**config.mk**
```make
export PLATFORM = sky130hd
export DESIGN_NAME = trg_pipe_readout
export DESIGN_NICKNAME = d
export VERILOG_FILES = /design/src/rtl/trg_rdo_pkg.sv /design/src/rtl/trg_pipe_ram.sv /design/src/rtl/trg_derand_store.sv /design/src/rtl/trg_out_fifo.sv /design/src/rtl/trg_pipe_readout.sv
export SDC_FILE = /design/constraint.sdc
export NUM_CORES = 2
export LEC_CHECK = 0
export BUFFER_PORTS_ARGS = -buffer_cell sky130_fd_sc_hd__buf_2
export CORE_ASPECT_RATIO = 0.9
export CORE_MARGIN = 2
export CORE_UTILIZATION = 36
export CTS_CLUSTER_DIAMETER = 120
export DETAILED_ROUTE_END_ITERATION = 10
export GPL_ROUTABILITY_DRIVEN = 0
export GPL_TIMING_DRIVEN = 0
export HOLD_SLACK_MARGIN = 0.03
export SYNTH_ARGS = -nofsm -noshare
export SYNTH_HDL_FRONTEND = slang
export SYNTH_SLANG_ARGS = --single-unit
```
**constraint.sdc**
```tcl
create_clock -name clk -period 5.7 [get_ports clk]
set_clock_uncertainty 0.15 [all_clocks]
set_input_delay 0.855 -clock clk [delete_from_list [all_inputs] [get_ports clk]]
set_output_delay 0.855 -clock clk [all_outputs]
set_load 0.03 [all_outputs]
```
**src/rtl/trg_rdo_pkg.sv**
```systemverilog
package trg_rdo_pkg;

    localparam int SW  = 16;   // stored sample and output word width
    localparam int EW  = 14;   // energy field width inside a sample
    localparam int BCW = 12;   // crossing counter width
    localparam int CHF = 4;    // channel field width in the crossing word

    typedef enum logic [2:0] {
        RD_IDLE,
        RD_ID,
        RD_BC,
        RD_DATA,
        RD_SUM,
        RD_TAIL
    } rd_state_e;

    typedef enum logic {
        CP_IDLE,
        CP_RUN
    } cp_state_e;

endpackage

```
**src/rtl/trg_pipe_ram.sv**
```systemverilog
module trg_pipe_ram #(
    parameter int NCH = 2,
    parameter int AW  = 6
) (
    input  logic                          clk,
    input  logic                          rst,
    input  logic [NCH*trg_rdo_pkg::SW-1:0] wr_row,
    input  logic [AW-1:0]                 rd_addr,
    output logic [AW-1:0]                 wr_ptr,
    output logic [NCH*trg_rdo_pkg::SW-1:0] rd_row
);
    localparam int DEPTH = 1 << AW;
    localparam int ROWW  = NCH * trg_rdo_pkg::SW;

    logic [ROWW-1:0] mem [DEPTH];

    always_ff @(posedge clk) begin
        if (rst) begin
            wr_ptr <= '0;
        end else begin
            wr_ptr <= wr_ptr + 1'b1;
        end
    end

    always_ff @(posedge clk) begin
        if (!rst) begin
            mem[wr_ptr] <= wr_row;
        end
    end

    assign rd_row = mem[rd_addr];

endmodule

```
**src/rtl/trg_derand_store.sv**
```systemverilog
module trg_derand_store #(
    parameter int ROWW = 32,
    parameter int NROW = 40
) (
    input  logic                    clk,
    input  logic                    we,
    input  logic [$clog2(NROW)-1:0] waddr,
    input  logic [ROWW-1:0]         wrow,
    input  logic [$clog2(NROW)-1:0] raddr,
    output logic [ROWW-1:0]         rrow
);
    logic [ROWW-1:0] mem [NROW];

    always_ff @(posedge clk) begin
        if (we) begin
            mem[waddr] <= wrow;
        end
    end

    assign rrow = mem[raddr];

endmodule

```
**src/rtl/trg_out_fifo.sv**
```systemverilog
module trg_out_fifo #(
    parameter int W     = 16,
    parameter int DEPTH = 4
) (
    input  logic         clk,
    input  logic         rst,
    input  logic         push,
    input  logic [W-1:0] din,
    output logic         full,
    input  logic         pop,
    output logic [W-1:0] dout,
    output logic         valid
);
    localparam int PW   = (DEPTH > 1) ? $clog2(DEPTH) : 1;
    localparam int CNTW = $clog2(DEPTH + 1);

    logic [W-1:0]    mem [DEPTH];
    logic [PW-1:0]   wp;
    logic [PW-1:0]   rp;
    logic [CNTW-1:0] cnt;
    logic            do_push;
    logic            do_pop;

    assign full    = (cnt == CNTW'(DEPTH));
    assign valid   = (cnt != '0);
    assign do_push = push && !full;
    assign do_pop  = pop && valid;
    assign dout    = mem[rp];

    always_ff @(posedge clk) begin
        if (rst) begin
            wp  <= '0;
            rp  <= '0;
            cnt <= '0;
        end else begin
            if (do_push) begin
                wp <= (wp == PW'(DEPTH - 1)) ? '0 : wp + 1'b1;
            end
            if (do_pop) begin
                rp <= (rp == PW'(DEPTH - 1)) ? '0 : rp + 1'b1;
            end
            cnt <= cnt + CNTW'(do_push) - CNTW'(do_pop);
        end
    end

    always_ff @(posedge clk) begin
        if (do_push) begin
            mem[wp] <= din;
        end
    end

endmodule

```
**src/rtl/trg_pipe_readout.sv**
```systemverilog
module trg_pipe_readout
    import trg_rdo_pkg::*;
#(
    parameter int NCH    = 2,
    parameter int AW     = 6,
    parameter int WIN    = 10,
    parameter int NEVT   = 4,
    parameter int FDEPTH = 4,
    parameter int OVFW   = 16
) (
    input  logic                clk,
    input  logic                rst,
    input  logic [NCH*16-1:0]   row_in,
    input  logic                trig_accept,
    input  logic [AW-1:0]       latency,
    output logic [15:0]         out_data,
    output logic                out_valid,
    input  logic                out_ready,
    output logic [OVFW-1:0]     drop_count
);
    localparam int ROWW  = NCH * SW;
    localparam int IW    = $clog2(WIN);
    localparam int SLW   = (NEVT > 1) ? $clog2(NEVT) : 1;
    localparam int CW    = $clog2(NEVT + 1);
    localparam int DROWS = NEVT * WIN;
    localparam int DAW   = $clog2(DROWS);
    localparam int CHW   = (NCH > 1) ? $clog2(NCH) : 1;
    localparam int PADW  = SW - 2 - AW;

    // crossing bookkeeping
    logic [BCW-1:0]  bc_cnt;
    logic [15:0]     evt_id;
    logic [AW-1:0]   wr_ptr;
    logic [AW-1:0]   start_addr;
    logic [BCW-1:0]  start_bc;

    // copy engine
    cp_state_e       cp_state, cp_next;
    logic [IW-1:0]   cp_idx;
    logic [AW-1:0]   cp_addr;
    logic [ROWW-1:0] pipe_row;
    logic [SLW-1:0]  wslot;
    logic            cp_last;
    logic            acc_take;
    logic            acc_drop;
    logic [DAW-1:0]  cp_waddr;

    // occupancy
    logic [CW-1:0]   occ;
    logic [CW-1:0]   ready_cnt;
    logic            rel;

    // per-slot header and channel summaries
    logic [15:0]     hdr_id   [NEVT];
    logic [BCW-1:0]  hdr_bc   [NEVT];
    logic [AW-1:0]   hdr_addr [NEVT];
    logic [SW-1:0]   acc_sum  [NEVT][NCH];
    logic            acc_cap  [NEVT][NCH];
    logic            acc_frm  [NEVT][NCH];

    // readout engine
    rd_state_e       rd_state, rd_next;
    logic [CHW-1:0]  rd_ch;
    logic [IW-1:0]   rd_idx;
    logic [SLW-1:0]  rslot;
    logic [DAW-1:0]  rd_raddr;
    logic [ROWW-1:0] drow;
    logic [15:0]     word;
    logic            push;
    logic            fifo_full;
    logic            last_ch;
    logic            last_idx;

    // ---------------- pipeline memory ----------------
    trg_pipe_ram #(.NCH(NCH), .AW(AW)) u_pipe (
        .clk    (clk),
        .rst    (rst),
        .wr_row (row_in),
        .rd_addr(cp_addr),
        .wr_ptr (wr_ptr),
        .rd_row (pipe_row)
    );

    // ---------------- accept decoder ----------------
    assign start_addr = wr_ptr - latency;
    assign start_bc   = bc_cnt - {{(BCW - AW){1'b0}}, latency};
    assign acc_take   = trig_accept && (cp_state == CP_IDLE) && (occ != CW'(NEVT));
    assign acc_drop   = trig_accept && !acc_take;
    assign cp_last    = (cp_state == CP_RUN) && (cp_idx == IW'(WIN - 1));

    always_ff @(posedge clk) begin
        if (rst) begin
            bc_cnt     <= '0;
            evt_id     <= '0;
            drop_count <= '0;
            occ        <= '0;
            ready_cnt  <= '0;
        end else begin
            bc_cnt    <= bc_cnt + 1'b1;
            occ       <= occ + CW'(acc_take) - CW'(rel);
            ready_cnt <= ready_cnt + CW'(cp_last) - CW'(rel);
            if (trig_accept) begin
                evt_id <= evt_id + 1'b1;
            end
            if (acc_drop) begin
                drop_count <= drop_count + 1'b1;
            end
        end
    end

    // ---------------- copy engine ----------------
    always_ff @(posedge clk) begin
        if (rst) begin
            cp_state <= CP_IDLE;
        end else begin
            cp_state <= cp_next;
        end
    end

    always_comb begin
        cp_next = cp_state;
        unique case (cp_state)
            CP_IDLE: if (acc_take) cp_next = CP_RUN;
            CP_RUN:  if (cp_last)  cp_next = CP_IDLE;
        endcase
    end

    always_ff @(posedge clk) begin
        if (rst) begin
            cp_idx  <= '0;
            cp_addr <= '0;
            wslot   <= '0;
        end else if (acc_take) begin
            cp_idx          <= '0;
            cp_addr         <= start_addr;
            hdr_id[wslot]   <= evt_id;
            hdr_bc[wslot]   <= start_bc;
            hdr_addr[wslot] <= start_addr;
            for (int c = 0; c < NCH; c++) begin
                acc_sum[wslot][c] <= '0;
                acc_cap[wslot][c] <= 1'b0;
                acc_frm[wslot][c] <= 1'b0;
            end
        end else if (cp_state == CP_RUN) begin
            cp_idx  <= cp_idx + 1'b1;
            cp_addr <= cp_addr + 1'b1;
            for (int c = 0; c < NCH; c++) begin
                acc_sum[wslot][c] <= acc_sum[wslot][c] + SW'(pipe_row[c*SW +: EW]);
                acc_cap[wslot][c] <= acc_cap[wslot][c] | pipe_row[c*SW + SW - 1];
                acc_frm[wslot][c] <= acc_frm[wslot][c] | pipe_row[c*SW + SW - 2];
            end
            if (cp_last) begin
                wslot <= (wslot == SLW'(NEVT - 1)) ? '0 : wslot + 1'b1;
            end
        end
    end

    assign cp_waddr = DAW'(wslot) * DAW'(WIN) + DAW'(cp_idx);
    assign rd_raddr = DAW'(rslot) * DAW'(WIN) + DAW'(rd_idx);

    trg_derand_store #(.ROWW(ROWW), .NROW(DROWS)) u_store (
        .clk  (clk),
        .we   (cp_state == CP_RUN),
        .waddr(cp_waddr),
        .wrow (pipe_row),
        .raddr(rd_raddr),
        .rrow (drow)
    );

    // ---------------- readout engine ----------------
    assign last_ch  = (rd_ch == CHW'(NCH - 1));
    assign last_idx = (rd_idx == IW'(WIN - 1));
    assign rel      = (rd_state == RD_TAIL) && push && last_ch;

    always_ff @(posedge clk) begin
        if (rst) begin
            rd_state <= RD_IDLE;
        end else begin
            rd_state <= rd_next;
        end
    end

    always_comb begin
        rd_next = rd_state;
        unique case (rd_state)
            RD_IDLE: if (ready_cnt != '0) rd_next = RD_ID;
            RD_ID:   if (push) rd_next = RD_BC;
            RD_BC:   if (push) rd_next = RD_DATA;
            RD_DATA: if (push && last_idx) rd_next = RD_SUM;
            RD_SUM:  if (push) rd_next = RD_TAIL;
            RD_TAIL: if (push) rd_next = last_ch ? RD_IDLE : RD_ID;
        endcase
    end

    always_comb begin
        word = '0;
        unique case (rd_state)
            RD_IDLE: word = '0;
            RD_ID:   word = hdr_id[rslot];
            RD_BC:   word = {{(CHF - CHW){1'b0}}, rd_ch, hdr_bc[rslot]};
            RD_DATA: word = drow[rd_ch*SW +: SW];
            RD_SUM:  word = acc_sum[rslot][rd_ch];
            RD_TAIL: word = {acc_cap[rslot][rd_ch], acc_frm[rslot][rd_ch],
                             {PADW{1'b0}}, hdr_addr[rslot]};
        endcase
        push = (rd_state != RD_IDLE) && !fifo_full;
    end

    always_ff @(posedge clk) begin
        if (rst) begin
            rd_ch  <= '0;
            rd_idx <= '0;
            rslot  <= '0;
        end else if (push) begin
            if (rd_state == RD_DATA) begin
                rd_idx <= last_idx ? '0 : rd_idx + 1'b1;
            end
            if (rd_state == RD_TAIL) begin
                rd_ch <= last_ch ? '0 : rd_ch + 1'b1;
                if (last_ch) begin
                    rslot <= (rslot == SLW'(NEVT - 1)) ? '0 : rslot + 1'b1;
                end
            end
        end
    end

    trg_out_fifo #(.W(SW), .DEPTH(FDEPTH)) u_fifo (
        .clk  (clk),
        .rst  (rst),
        .push (push),
        .din  (word),
        .full (fifo_full),
        .pop  (out_ready),
        .dout (out_data),
        .valid(out_valid)
    );

endmodule

```
==> metrics <==
Core ar.=between 400000 and 500000 um2; placed cell area=158000 um2; starting density of the core=between 30% and 40%; Tmin final=roughly 5.6 ns; pwr dens=375 nW/um2; drt pass-1 iters=6; WHS=~0.17 ns; largest net degree at the start of global routing=between 60 and 70; Yosys top cell by area=edfxtp_1; routed vias/inst=slightly below 6; FF/Latch Area=roughly 110000 um2; hold crit path type=in2reg; clock buffer depth=4; Post-Route WL=between 400000 and 500000 um; Max Freq=~180 MHz; Iter 0 DRT Violations=between 10000 and 15000; slowest CP cell=mux4_4; I/O pin count=75; Post-synth EDFFs=3672; Setup crit start kind=register; most numerous cell in the Yosys netlist=edfxtp_1; die area=about 410000 um2; CTS tree=yes; TNS Setup=0 ns; Nets=between 7000 and 8000; DRC errors left=0; clk sink count=~3800; first-pass GRT wire length=between 500000 and 600000 um; synth warn=0; setup violators final=0; post-DP HPWL=roughly 270000 um; post-route cell area=between 150000 and 200000 um2; routed vias=approximately 74000; Tcrit/Tclk final=98.3%; worst-margin pin slew=1.47 ns; root buffer cell=clkbuf_16; Hold Startpoint=out_ready; initial antenna violation count=41; Worst R2R End=acc_sum[2][14]; Slew Viols, Final=0; row cnt=approximately 220; FFs w/ async S/R, synth=0%; reg2reg path depth=13; Worst EP required=6.15 ns; flop2flop setup slack=0.1 ns; mapped cell area=between 100000 and 150000 um2; per-cell routed wire length=33.2 um; CP Max Fanout=10; Syn Nets=between 6000 and 7000; RSZ-0062 raised after global routing=false; number of max-cap violations=0; clock transition at the registers of the reported paths=approximately 0.06 ns; Yosys cell types=63; CTS H-tree depth=5; Final Hold Vio Count=0; Area growth, synth to finish=16.6%; synthesized instance count=around 6400; CTS buffer count=roughly 360; DRT antenna net count=0; #FFs+latches synth=approximately 3800; Final Util=between 40% and 50%; all-layer global routing usage=19.6%; worst-skew pair later-pin latency=about 0.90 ns; Worst Path Class, Setup=reg2reg; layout cells sized above 1=about a third; crit path to=acc_sum[2][14]; most frequent CP cell=mux4_2; Overflow after GRT=0; max incr delay on CP=around 0.92 ns; Buffers on Ports=between 70 and 80; die height=610 um; Main synth FF type=edfxtp_1; Worst Path Arrival=about 6.1 ns; number of global-route vias before repair=slightly above 70000; status=complete, no violations; slew margin rel.=~2.2%; die width=677 um; Hold-fix buffers, CTS=0; sequential area share after synthesis=roughly three quarters; maximum vdd drop=~0.00025 V; Worst setup EP type=register; area of the multi-input gates=about 35000 um2; LEAKAGE=52.1 nW; layout filler cell count=roughly 35000; Avg Inst Size Synth=22.8 um2; leading post-synthesis cells by cell area=edfxtp_1 75%, mux4_2 18%, dfxtp_1 1.3%; area share of the largest cell type after synthesis=75.1%; Post-synth top cells=3672 x edfxtp_1, 1143 x mux4_2, 246 x nor2_1; CP Cell Sequence=buf_4 > buf_6 > clkbuf_2 > mux4_2 > mux4_2 > mux4_4 > ha_1 > and2_1 > a22o_1 > a311oi_2 > a31oi_1 > xnor2_1 > nor2_1
[sequential cells by signal (all words and copies together) (netlist names), 8 cells and up, named ones only]
register and flops:
hdr_bc 48, u_store.mem 1280, bc_cnt 12, hdr_id 64
acc_frm 8, acc_cap 8, evt_id 16, u_fifo.mem 64
drop_count 16, u_pipe.mem 2048, hdr_addr 24, acc_sum 128
[critical path, delay by kind of cell (launching register included)]
| kind | cells | cell delay (ns) |
|---|---|---|
| muxes | 3 | 2.06 |
| buffers and inverters | 3 | 0.91 |
| AOI/OAI and AO/OA | 3 | 0.74 |
| adders and majority gates | 1 | 0.46 |
| and+or+nand+nor | 2 | 0.32 |
| DFF | 1 | 0.31 |
| xor gates and xnor gates | 1 | 0.23 |
[final cells by class]
type	instances	share of cell area, %
Antenna cell	21	0.0307
Buffer	326	1.29
Clock buffer	444	5.60
Clock inverter	204	1.25
Inverter	44	0.0964
Multi-Input combinational cell	2315	20.2
Sequential cell	3770	65.5
Tap cell	5376	3.93
Timing Repair Buffer	259	2.15
[how the worst min path moves through the flow]
| stage | cells past startpoint | end |
|---|---|---|
| finish | 4 | register |
| floorplan | 1 | bc_cnt[0] |
| CTS | 4 | register |
| global placement | 1 | bc_cnt[0] |
| global route | 4 | u_fifo.rp[1] |
| detailed placement | 1 | bc_cnt[0] |
[metrics by stage]
stage / instances / setup slack, ns / power (mW)
6_report: 12759 / 0.0978 / 64.2
5_1_grt: 12744 / 0.00300 / 65.8
4_1_cts: 12707 / -0.0610 / 63.8
3_5_place_dp: 12032 / -1.91 / 39.4
3_3_place_gp: 11889 / -4.42 / 39.0
2_1_floorplan: 6440 / 0.234 / 36.2
[metal layers]
layer  vias up  track usage [%]  wire length, um
met5         -                0              405
met4        22             5.52            13000
met3       746             4.27            46600
met2      4370             30.6           195000
met1     40406             27.7           168000
li1      28754                -                -
[logic make-up (layout without fill, tap and decap cells)]
kind of cell,Yosys count,after routing,synth area share [%]
other,0,21,0
AND/OR/NAND/NOR,640,640,1.99
AO/OA/AOI/OAI,274,274,1.20
flip-flops,3770,3770,76.4
buffers and inverters,375,1277,1.16
XOR/XNOR,91,91,0.548
multiplexers,1213,1233,18.0
adder cells (fa/ha/maj),77,77,0.702
[repair_timing]
item | 4_1_cts | 5_1_grt
gates cloned | 8 | 12
setup buffers | 21 | 22
endpoints found under the setup margin | 151 | 68
resized for setup | 240 | 114
pin swaps | 1 | 2
[cell usage in the layout (no fill, tap or decap), drive strengths merged, types with 10 or more instances in the layout]
master	count
bufinv	41
nand2b	13
nand2	157
diode	21
a21oi	79
clkinv	137
nand4	28
and3	19
and2	18
clkbuf	589
a22oi	11
a211oi	50
ha	68
o21ai	47
a21o	15
mux2i	63
or3	12
xor2	48
buf	438
inv	54
dfxtp	98
xnor2	43
clkinvlp	16
nor3	18
nor2	246
edfxtp	3672
nor2b	46
mux4	1163
nand3	60
a31oi	10
[power by group]
group          total [mW]  internal, mW  switching [mW]  leakage [nW]
registers            31.8          31.7          0.0928          33.9
clock network        24.3          13.9            10.4          5.73
logic                8.15          2.71            5.43          12.5
total                64.2          48.3            15.9          52.1
No activity file was read; power rests on OpenSTA's default activity.
